File: config.mk
export PLATFORM = sky130hd
export DESIGN_NAME = sa_fir
export DESIGN_NICKNAME = d
export VERILOG_FILES = /design/src/rtl/sa_fir_pkg.sv /design/src/rtl/sa_fir_tap_line.sv /design/src/rtl/sa_fir_fold.sv /design/src/rtl/sa_fir_term.sv /design/src/rtl/sa_fir.sv
export SDC_FILE = /design/constraint.sdc
export NUM_CORES = 1
export LEC_CHECK = 0
export CAP_MARGIN = 20
export CORE_UTILIZATION = 54
export DETAILED_ROUTE_END_ITERATION = 12
export DONT_BUFFER_PORTS = 1
export GPL_TIMING_DRIVEN = 0
export MAX_ROUTING_LAYER = met4
export PLACE_DENSITY_LB_ADDON = 0.1
export SYNTH_ARGS = -nofsm -noshare
export SYNTH_HDL_FRONTEND = slang
export SYNTH_SLANG_ARGS = --single-unit
export TNS_END_PERCENT = 5
File: constraint.sdc
create_clock -name clk -period 10.14 [get_ports clk]
set_input_delay 2.028 -clock clk [delete_from_list [all_inputs] [get_ports clk]]
set_output_delay 2.028 -clock clk [all_outputs]
set_load 0.02 [all_outputs]
File: src/rtl/sa_fir_pkg.sv
package sa_fir_pkg;

    // Default geometry of the filter
    localparam int SAMPLE_W  = 8;
    localparam int COEF_W    = 8;
    localparam int TAP_COUNT = 36;
    localparam int HALF_TAPS = TAP_COUNT / 2;

    // Vector k occupies bits [k*COEF_W +: COEF_W]; bit m weighs 2^-m
    localparam logic [HALF_TAPS*COEF_W-1:0] DEFAULT_COEFS =
        144'hE2_C4_A0_60_48_50_24_30_28_12_14_08_0A_06_00_04_02_01;

    // Width of the exact accumulated result
    function automatic int sum_width(input int dw, input int cw, input int taps);
        return dw + 1 + cw + $clog2(taps / 2);
    endfunction

    // Integer left shift that gives bit m its weight once the output is scaled by 2^(cw-1)
    function automatic int bit_shift(input int cw, input int m);
        return cw - 1 - m;
    endfunction

endpackage

File: src/rtl/sa_fir_tap_line.sv
module sa_fir_tap_line #(
    parameter int DW = 8,
    parameter int N  = 36
) (
    input  logic                  clk,
    input  logic                  rst,
    input  logic                  shift,
    input  logic [DW-1:0]         din,
    output logic [N-1:0][DW-1:0]  taps
);

    always_ff @(posedge clk) begin
        if (rst) begin
            taps <= '0;
        end else if (shift) begin
            taps[0] <= din;
            for (int k = 1; k < N; k++) begin
                taps[k] <= taps[k-1];
            end
        end
    end

    AST_LINE_ADVANCE: assert property (@(posedge clk) disable iff (rst)
        shift |=> (taps[0] == $past(din)) && (taps[1] == $past(taps[0])))
        else $error("line did not advance");

    AST_LINE_IDLE: assert property (@(posedge clk) disable iff (rst)
        !shift |=> $stable(taps))
        else $error("line moved while idle");

    AST_LINE_CLEAR: assert property (@(posedge clk)
        rst |=> (taps == '0))
        else $error("line not cleared");

endmodule

File: src/rtl/sa_fir_fold.sv
module sa_fir_fold #(
    parameter int DW = 8,
    parameter int N  = 36
) (
    input  logic [N-1:0][DW-1:0]    taps,
    output logic [N/2-1:0][DW:0]    pairs
);

    localparam int HALF = N / 2;

    for (genvar k = 0; k < HALF; k++) begin : g_pair
        logic signed [DW:0] near_s;
        logic signed [DW:0] far_s;
        assign near_s   = {taps[k][DW-1], taps[k]};
        assign far_s    = {taps[N-1-k][DW-1], taps[N-1-k]};
        assign pairs[k] = near_s + far_s;
    end

endmodule

File: src/rtl/sa_fir_term.sv
module sa_fir_term
    import sa_fir_pkg::*;
#(
    parameter int            PW  = 9,
    parameter int            CW  = 8,
    parameter logic [CW-1:0] VEC = '0
) (
    input  logic [PW-1:0]    pair,
    output logic [PW+CW-1:0] term
);

    localparam int TW = PW + CW;

    logic signed [TW-1:0] ext;
    logic signed [TW-1:0] acc;

    assign ext = {{CW{pair[PW-1]}}, pair};

    always_comb begin
        acc = '0;
        for (int m = 0; m < CW; m++) begin
            if (VEC[m]) begin
                acc = acc + (ext <<< bit_shift(CW, m));
            end
        end
    end

    assign term = acc;

endmodule

File: src/rtl/sa_fir.sv
module sa_fir
    import sa_fir_pkg::*;
#(
    parameter int                               DW    = SAMPLE_W,
    parameter int                               CW    = COEF_W,
    parameter int                               NTAPS = TAP_COUNT,
    parameter logic [(NTAPS/2)*CW-1:0]          COEFS = DEFAULT_COEFS,
    localparam int                              SUM_W = sum_width(DW, CW, NTAPS)
) (
    input  logic              clk,
    input  logic              rst,
    input  logic              valid_in,
    input  logic [DW-1:0]     din,
    output logic              valid_out,
    output logic [SUM_W-1:0]  y_out
);

    localparam int HALF = NTAPS / 2;
    localparam int PW   = DW + 1;
    localparam int TW   = PW + CW;

    logic [NTAPS-1:0][DW-1:0] taps;
    logic [HALF-1:0][PW-1:0]  pairs;
    logic [HALF-1:0][TW-1:0]  terms;
    logic signed [SUM_W-1:0]  total;
    logic                     valid_q;

    sa_fir_tap_line #(.DW(DW), .N(NTAPS)) i_line (
        .clk   (clk),
        .rst   (rst),
        .shift (valid_in),
        .din   (din),
        .taps  (taps)
    );

    sa_fir_fold #(.DW(DW), .N(NTAPS)) i_fold (
        .taps  (taps),
        .pairs (pairs)
    );

    for (genvar k = 0; k < HALF; k++) begin : g_term
        sa_fir_term #(
            .PW  (PW),
            .CW  (CW),
            .VEC (COEFS[k*CW +: CW])
        ) i_term (
            .pair (pairs[k]),
            .term (terms[k])
        );
    end

    always_comb begin
        total = '0;
        for (int k = 0; k < HALF; k++) begin
            total = total + {{(SUM_W-TW){terms[k][TW-1]}}, terms[k]};
        end
    end

    always_ff @(posedge clk) begin
        if (rst) begin
            valid_q   <= 1'b0;
            valid_out <= 1'b0;
            y_out     <= '0;
        end else begin
            valid_q   <= valid_in;
            valid_out <= valid_q;
            if (valid_q) begin
                y_out <= total;
            end
        end
    end

    AST_OUT_LATENCY: assert property (@(posedge clk) disable iff (rst)
        valid_in |=> ##1 valid_out)
        else $error("output pulse missing");

    AST_NO_SPURIOUS: assert property (@(posedge clk) disable iff (rst)
        !valid_in |=> ##1 !valid_out)
        else $error("output pulse without sample");

    AST_OUT_HOLD: assert property (@(posedge clk) disable iff (rst)
        !valid_q |=> $stable(y_out))
        else $error("output changed without new sample");

    AST_OUT_CLEAR: assert property (@(posedge clk)
        rst |=> (!valid_out && (y_out == '0)))
        else $error("output not cleared");

endmodule

Word-level counts from Yosys, hierarchy flattened
Cells that the tools add are included.
{"block": "op_classes", "addsub": 49}
{"op": "adder 22 bit", "count": 10}
{"op": "adder 8 x 8 -> 9 bit", "count": 17}
{"op": "adder 21 x 15 -> 22 bit", "count": 1}
{"op": "adder 20 x 13 -> 21 bit", "count": 1}
{"op": "adder 19 x 16 -> 20 bit", "count": 1}
{"op": "adder 18 x 16 -> 19 bit", "count": 1}
{"op": "adder 17 x 14 -> 18 bit", "count": 1}
{"op": "adder 16 x 10 -> 17 bit", "count": 1}
{"op": "adder 16 x 15 -> 17 bit", "count": 1}
{"op": "adder 17 x 9 -> 17 bit", "count": 1}
{"op": "adder 15 x 11 -> 16 bit", "count": 1}
{"op": "adder 15 x 12 -> 16 bit", "count": 1}
{"op": "adder 15 x 13 -> 16 bit", "count": 1}
{"op": "adder 15 x 14 -> 16 bit", "count": 1}
{"op": "adder 15 x 9 -> 16 bit", "count": 1}
{"op": "adder 14 x 10 -> 15 bit", "count": 1}
{"op": "adder 14 x 11 -> 15 bit", "count": 1}
{"op": "adder 14 x 12 -> 15 bit", "count": 1}
{"op": "adder 13 x 10 -> 14 bit", "count": 1}
{"op": "adder 13 x 11 -> 14 bit", "count": 1}
{"op": "adder 12 x 10 -> 13 bit", "count": 1}
{"op": "adder 12 x 11 -> 13 bit", "count": 1}
{"op": "adder 11 x 10 -> 12 bit", "count": 1}
{"op": "adder 11 x 9 -> 12 bit", "count": 1}
{"block": "totals", "out_inout_bits": 23, "input_bits": 11, "regBits": 312, "elab_cells": 88}

Logic depth before layout (Yosys ltp)
{"block": "depth", "word_depth": 17, "depth_mapped": 37, "ltp_nobuf": 37}

Hierarchy
A second synthesis with hierarchy kept.
{"block": "unflattened", "cells_unflattened": 3390, "area_unflattened_um2": 31492.7}
{"mod": "sa_fir_tap_line", "area_each_um2": 10211.0, "cells_each": 928, "n_inst": 1, "seq_area_each_um2": 5765.5}
{"mod": "sa_fir", "area_each_um2": 9733.1, "cells_each": 1039, "n_inst": 1, "seq_area_each_um2": 480.5}
{"mod": "sa_fir_fold", "area_each_um2": 5172.5, "cells_each": 629, "n_inst": 1, "seq_area_each_um2": 0.0}
{"mod": "sa_fir_term (g_term[10].i_term ...)", "area_each_um2": 369.1, "cells_each": 47, "n_inst": 10, "seq_area_each_um2": 0.0}
{"mod": "sa_fir_term (g_term[17].i_term)", "area_each_um2": 960.9, "cells_each": 105, "n_inst": 1, "seq_area_each_um2": 0.0}
{"mod": "sa_fir_term (g_term[16].i_term)", "area_each_um2": 701.9, "cells_each": 83, "n_inst": 1, "seq_area_each_um2": 0.0}
{"mod": "sa_fir_term (g_term[0].i_term ...)", "area_each_um2": 131.4, "cells_each": 18, "n_inst": 5, "seq_area_each_um2": 0.0}
{"mod": "sa_fir_term (g_term[15].i_term)", "area_each_um2": 365.4, "cells_each": 46, "n_inst": 1, "seq_area_each_um2": 0.0}

Worst setup path before layout
Ideal clock, no wire load.
{"block": "synth_path", "kind": "reg2reg", "start": "register i_line.taps[128] (netlist bit)", "end": "register y_out[18]", "setup_ns": 0.095, "path_buffers": 0, "path_slack_ns": 1.697, "required_time_ns": 10.045, "synth_period_minus_slack_ns": 8.443, "arrival_time_ns": 8.348, "stages_incl_launch_ff": 33, "path_cell_list": "dfxtp_1 -> ha_1 -> fa_1 -> a21o_1 -> a21oi_1 -> nand2b_1 -> a21boi_0 -> nor2_1 -> xnor2_1 -> fa_1 -> ha_1 -> and2_1 -> o21ai_0 -> o21ai_0 -> o41ai_1 -> o21ai_0 -> xor2_1 -> fa_1 -> fa_1 -> fa_1 -> inv_1 -> fa_1 -> inv_1 -> fa_1 -> inv_1 -> fa_1 -> inv_1 -> ha_1 -> ha_1 -> a21o_1 -> a21o_1 -> a221o_2 -> o311ai_1"}
{"block": "synth_via", "elab_chain_cells": 5}
{"item": "start, declared", "line": "sa_fir_tap_line.sv:9", "rtl": "output logic [N-1:0][DW-1:0] taps"}
{"item": "start signal, assigned by index", "line": "sa_fir_tap_line.sv:18", "rtl": "taps[k] <= taps[k-1];"}
{"item": "adder 8 x 8 -> 9 bit *", "line": "sa_fir_fold.sv:16", "rtl": "assign pairs[k] = near_s + far_s;"}
{"item": "adder 14 x 10 -> 15 bit", "line": "sa_fir_term.sv:23", "rtl": "acc = acc + (ext <<< bit_shift(CW, m));"}
{"item": "adder 15 x 9 -> 16 bit *", "line": "sa_fir_term.sv:23"}
{"item": "adder 22 bit * (2 in series)", "line": "sa_fir.sv:55", "rtl": "total = total + {{(SUM_W-TW){terms[k][TW-1]}}, terms[k]};"}
{"item": "end signal, assigned", "line": "sa_fir.sv:68", "rtl": "y_out <= total;"}
{"item": "end, declared", "line": "sa_fir.sv:15", "rtl": "output logic [SUM_W-1:0] y_out"}
Every way passes the cells marked *; elsewhere a longest branch is shown, timed or not.
A chain may end at the register's enable or synchronous reset.

Worst setup path in the final report
{"block": "layout_path", "start": "register i_line.taps[128] (netlist bit)", "end": "register y_out[21]"}
Same word-level chain as after synthesis.

==> results.md <==
* GRT Total Usage at 27.1%
* Initial antenna violation count at 0
* Resized cells post-CTS at 0
* Number of H-tree branching levels at 2
* GRT met3 Usage at 2.56%
* Number of DRC violations after detailed-routing iteration 0 at 779
* EDFF count, synth at 0
* First-pass GRT wire length at 101 mm
* Worst-path maximum fanout at 6
* Seq/Total Area, Yosys at 24.0%
* HPWL after detailed placement at 52.5 mm
* Setup fix buffers added after clock tree synthesis at 0
* Sw Share at 25.1%
* Signed area change from the synthesized netlist to the final layout at 7.54%
* Library cell appearing most often on the critical path: sky130_fd_sc_hd__fa_1
* Final period demand of the worst path at 9.47 ns
* FF+latch count, synth at 312
* Grt ovf at 0
* Power per standard cell area at 98.4 nW/um2
* Post-route setup slack at 0.669 ns
* Final setup violation count at 0
* Routability cong. at 0.961
* Clk pwr share at 47.8%
* Area of combinational cells with multiple inputs at 18200 um2
* Post-detailed-route wirelength per cell at 18.6 um
* Pwr Total at 2.75 mW
* Fraction of power consumed by sequential logic at 45.2%
* Layout cell share with drive strength beyond 1 at 4.35%
* Synthesis warning total at 0
* P_leak at 13.9 nW
* Transition at the pin with the smallest max-transition slack at 0.929 ns
* Cell-internal power at 2.06 mW
* Post-Place Worst Slack at 0.683 ns
* Area share of the largest cell type after synthesis at 24.0%
* Site row count at 80
* CP Data Arrival Time at 9.93 ns
* Setup crit start: i_line.taps[128]
* First-pass iteration count of the detailed router at 5
* Number of vias per cell at 5.37
* Number of fillers in the final layout at 4144
* Critical Path Slowest Stage Cell: sky130_fd_sc_hd__o41ai_1
* Setup TNS after final layout at 0 ns
* GRT met2 Usage at 48.4%
* IR Drop Worst-Case VDD at 0.121 mV
* Number of I/O pins at 34
* Result of the run: complete, no violations
* Grt peak-use layer: met2
* Required time worst endpoint at 10.60 ns
* Number of nets still failing antenna checks after routing at 0
* Clk buf depth at 3
* Via count of the first global-routing pass at 18800
* Critical Path Max Stage Delay at 0.62 ns
* Worst setup EP type: flip-flop
* Pin count of the biggest net entering global routing at 14
* Fin crit share at 93.4%
* Drt drc at 0
* Kind of critical path: flip-flop to flip-flop
* Fmax at 106 MHz
* Met1 demand-to-capacity share in global routing at 32.8%
* DRT Wirelength at 62.4 mm
* FF/Latch Area at 6250 um2
* # Max-Cap Violations at 0
* Async SR Flop Fraction at 0%
* Die width at 222 um
* Starting density of the core at 54.6%
* CTS tree: built
* Ant. Diodes at 0
* CTS buffer count at 38
* Via total after detailed routing at 18000
* CTS root buffer: sky130_fd_sc_hd__clkbuf_16
* Syn avg cell area at 9.76 um2
* Origin of the critical flop-to-flop path: i_line.taps[128]
* Type of element launching the critical path: flip-flop
* Post-synthesis instance total at 2666
* Port-buffer cells at 0
* Distinct cells, synth at 65
* Number of nets in the finished design at 3270
* Die span in y at 222 um
* Die area at 49100 um2
* Clock-pin transition on the worst setup and hold timing paths at 0.06 ns
* Total net switching power at 0.692 mW
* Cells taking the most area after synthesis: sky130_fd_sc_hd__dfxtp_1 (24%), sky130_fd_sc_hd__fa_1 (20%), sky130_fd_sc_hd__ha_1 (14%)
* Core box area at 47600 um2
* Final Slew Violations at 0
* Number of hold-slack violations in the final timing report at 0
* Hold buffers post-CTS at 0
* Slew headroom at 37.6%
* Synthesized area at 26000 um2
* Min-Delay Path Class: flip-flop to flip-flop
* Leading cell type by number of instances after synthesis: sky130_fd_sc_hd__nor2_1
* Sink Count at 312
* Post-synth top cells: sky130_fd_sc_hd__nor2_1 (402), sky130_fd_sc_hd__inv_1 (337), sky130_fd_sc_hd__dfxtp_1 (312), sky130_fd_sc_hd__mux2i_1 (299), sky130_fd_sc_hd__ha_1 (287)
* Number of nets produced by synthesis at 3230
* Cell type with the largest total area after synthesis: sky130_fd_sc_hd__dfxtp_1
* Worst-skew pair later-pin latency at 0.58 ns
* Relative contribution of combinational cells to total power at 7.1%
* Setup repair after global routing missed its margin: no
* Post-synth top flop: sky130_fd_sc_hd__dfxtp_1
* Source of the worst hold timing path: i_line.taps[263]
* Worst Skew at 0.0297 ns
## placed cells by master (no fill, tap or decap), drive strengths merged, types with 5 or more instances in the layout
cell,instances
inv,341
a21oi,91
ha,287
clkinv,8
buf,36
nor3,26
fa,266
nand2,87
nor2b,18
o21ai,50
o21a,8
a31o,10
nand3,6
a21o,75
xnor2,119
nand2b,11
xor2,68
o41ai,25
o31ai,5
a31oi,12
a211oi,11
nor2,402
clkbuf,86
o21bai,25
dfxtp,312
mux2i,299
## cell type report
type / count / area share (%)
Buffer: 69 / 1.08
Multi-Input combinational cell: 1948 / 65.1
Clock inverter: 16 / 0.523
Sequential cell: 312 / 22.3
Clock buffer: 53 / 3.74
Inverter: 337 / 4.52
Tap cell: 615 / 2.75
## stage by stage
| step | utilization [%] | instance area [um2] | instances | hold WS (ns) |
|---|---|---|---|---|
| floorplan | - | 26000 | 2666 | 0.460 |
| global placement | 56.2 | 26800 | 3281 | 0.474 |
| detailed placement | 56.2 | 26800 | 3281 | 0.483 |
| CTS | 58.7 | 28000 | 3350 | 0.497 |
| global route | 58.7 | 28000 | 3350 | 0.517 |
| finish | 58.7 | 28000 | 3350 | 0.496 |
## worst max-delay path: cells and delay by family (launching register included)
family          cells  cell delay (ns)
compound gates     12             2.60
xor+xnor            3             0.66
fa+ha+maj          12             5.11
buf+inv             4             0.23
flops               1             0.35
simple gates        3             0.44
## power by group through the flow
stage | registers [mW] | logic [mW] | clock network [mW]
5_1_grt | 1.24 | 0.216 | 1.39
4_1_cts | 1.24 | 0.197 | 1.35
3_3_place_gp | 1.27 | 0.193 | 0
6_report | 1.24 | 0.194 | 1.31
2_1_floorplan | 1.27 | 0.145 | 0
3_5_place_dp | 1.27 | 0.195 | 0
## state kept, by name, indices dropped and copies added, names as in the netlist
name and count:
i_line.taps 288, y_out 22, valid_out 1, valid_q 1
## cells by family (layout without fill, tap and decap cells)
family          count (synthesis)  after routing  synth area share (%)
xor+xnor                      187            187                  6.37
compound gates                344            344                  9.05
fa+ha+maj                     554            554                  34.3
mux                           299            299                  11.5
simple gates                  564            564                  8.75
buf+inv                       406            475                  6.02
flops                         312            312                  24.0
## layer usage
metal	wire (um)	share of wire, %
met5	0	0
met2	32400	52
met1	26900	43
met4	1360	2.2
met3	1690	2.7
## worst paths after layout
path	to	slack, ns	cells after the start
worst max-delay path	y_out[21]	0.67	34
worst min-delay path	i_line.taps[271]	0.50	2
worst max register to register	y_out[21]	0.67	34
worst min register to register	i_line.taps[271]	0.50	2
(Power assumes the default switching activity.)
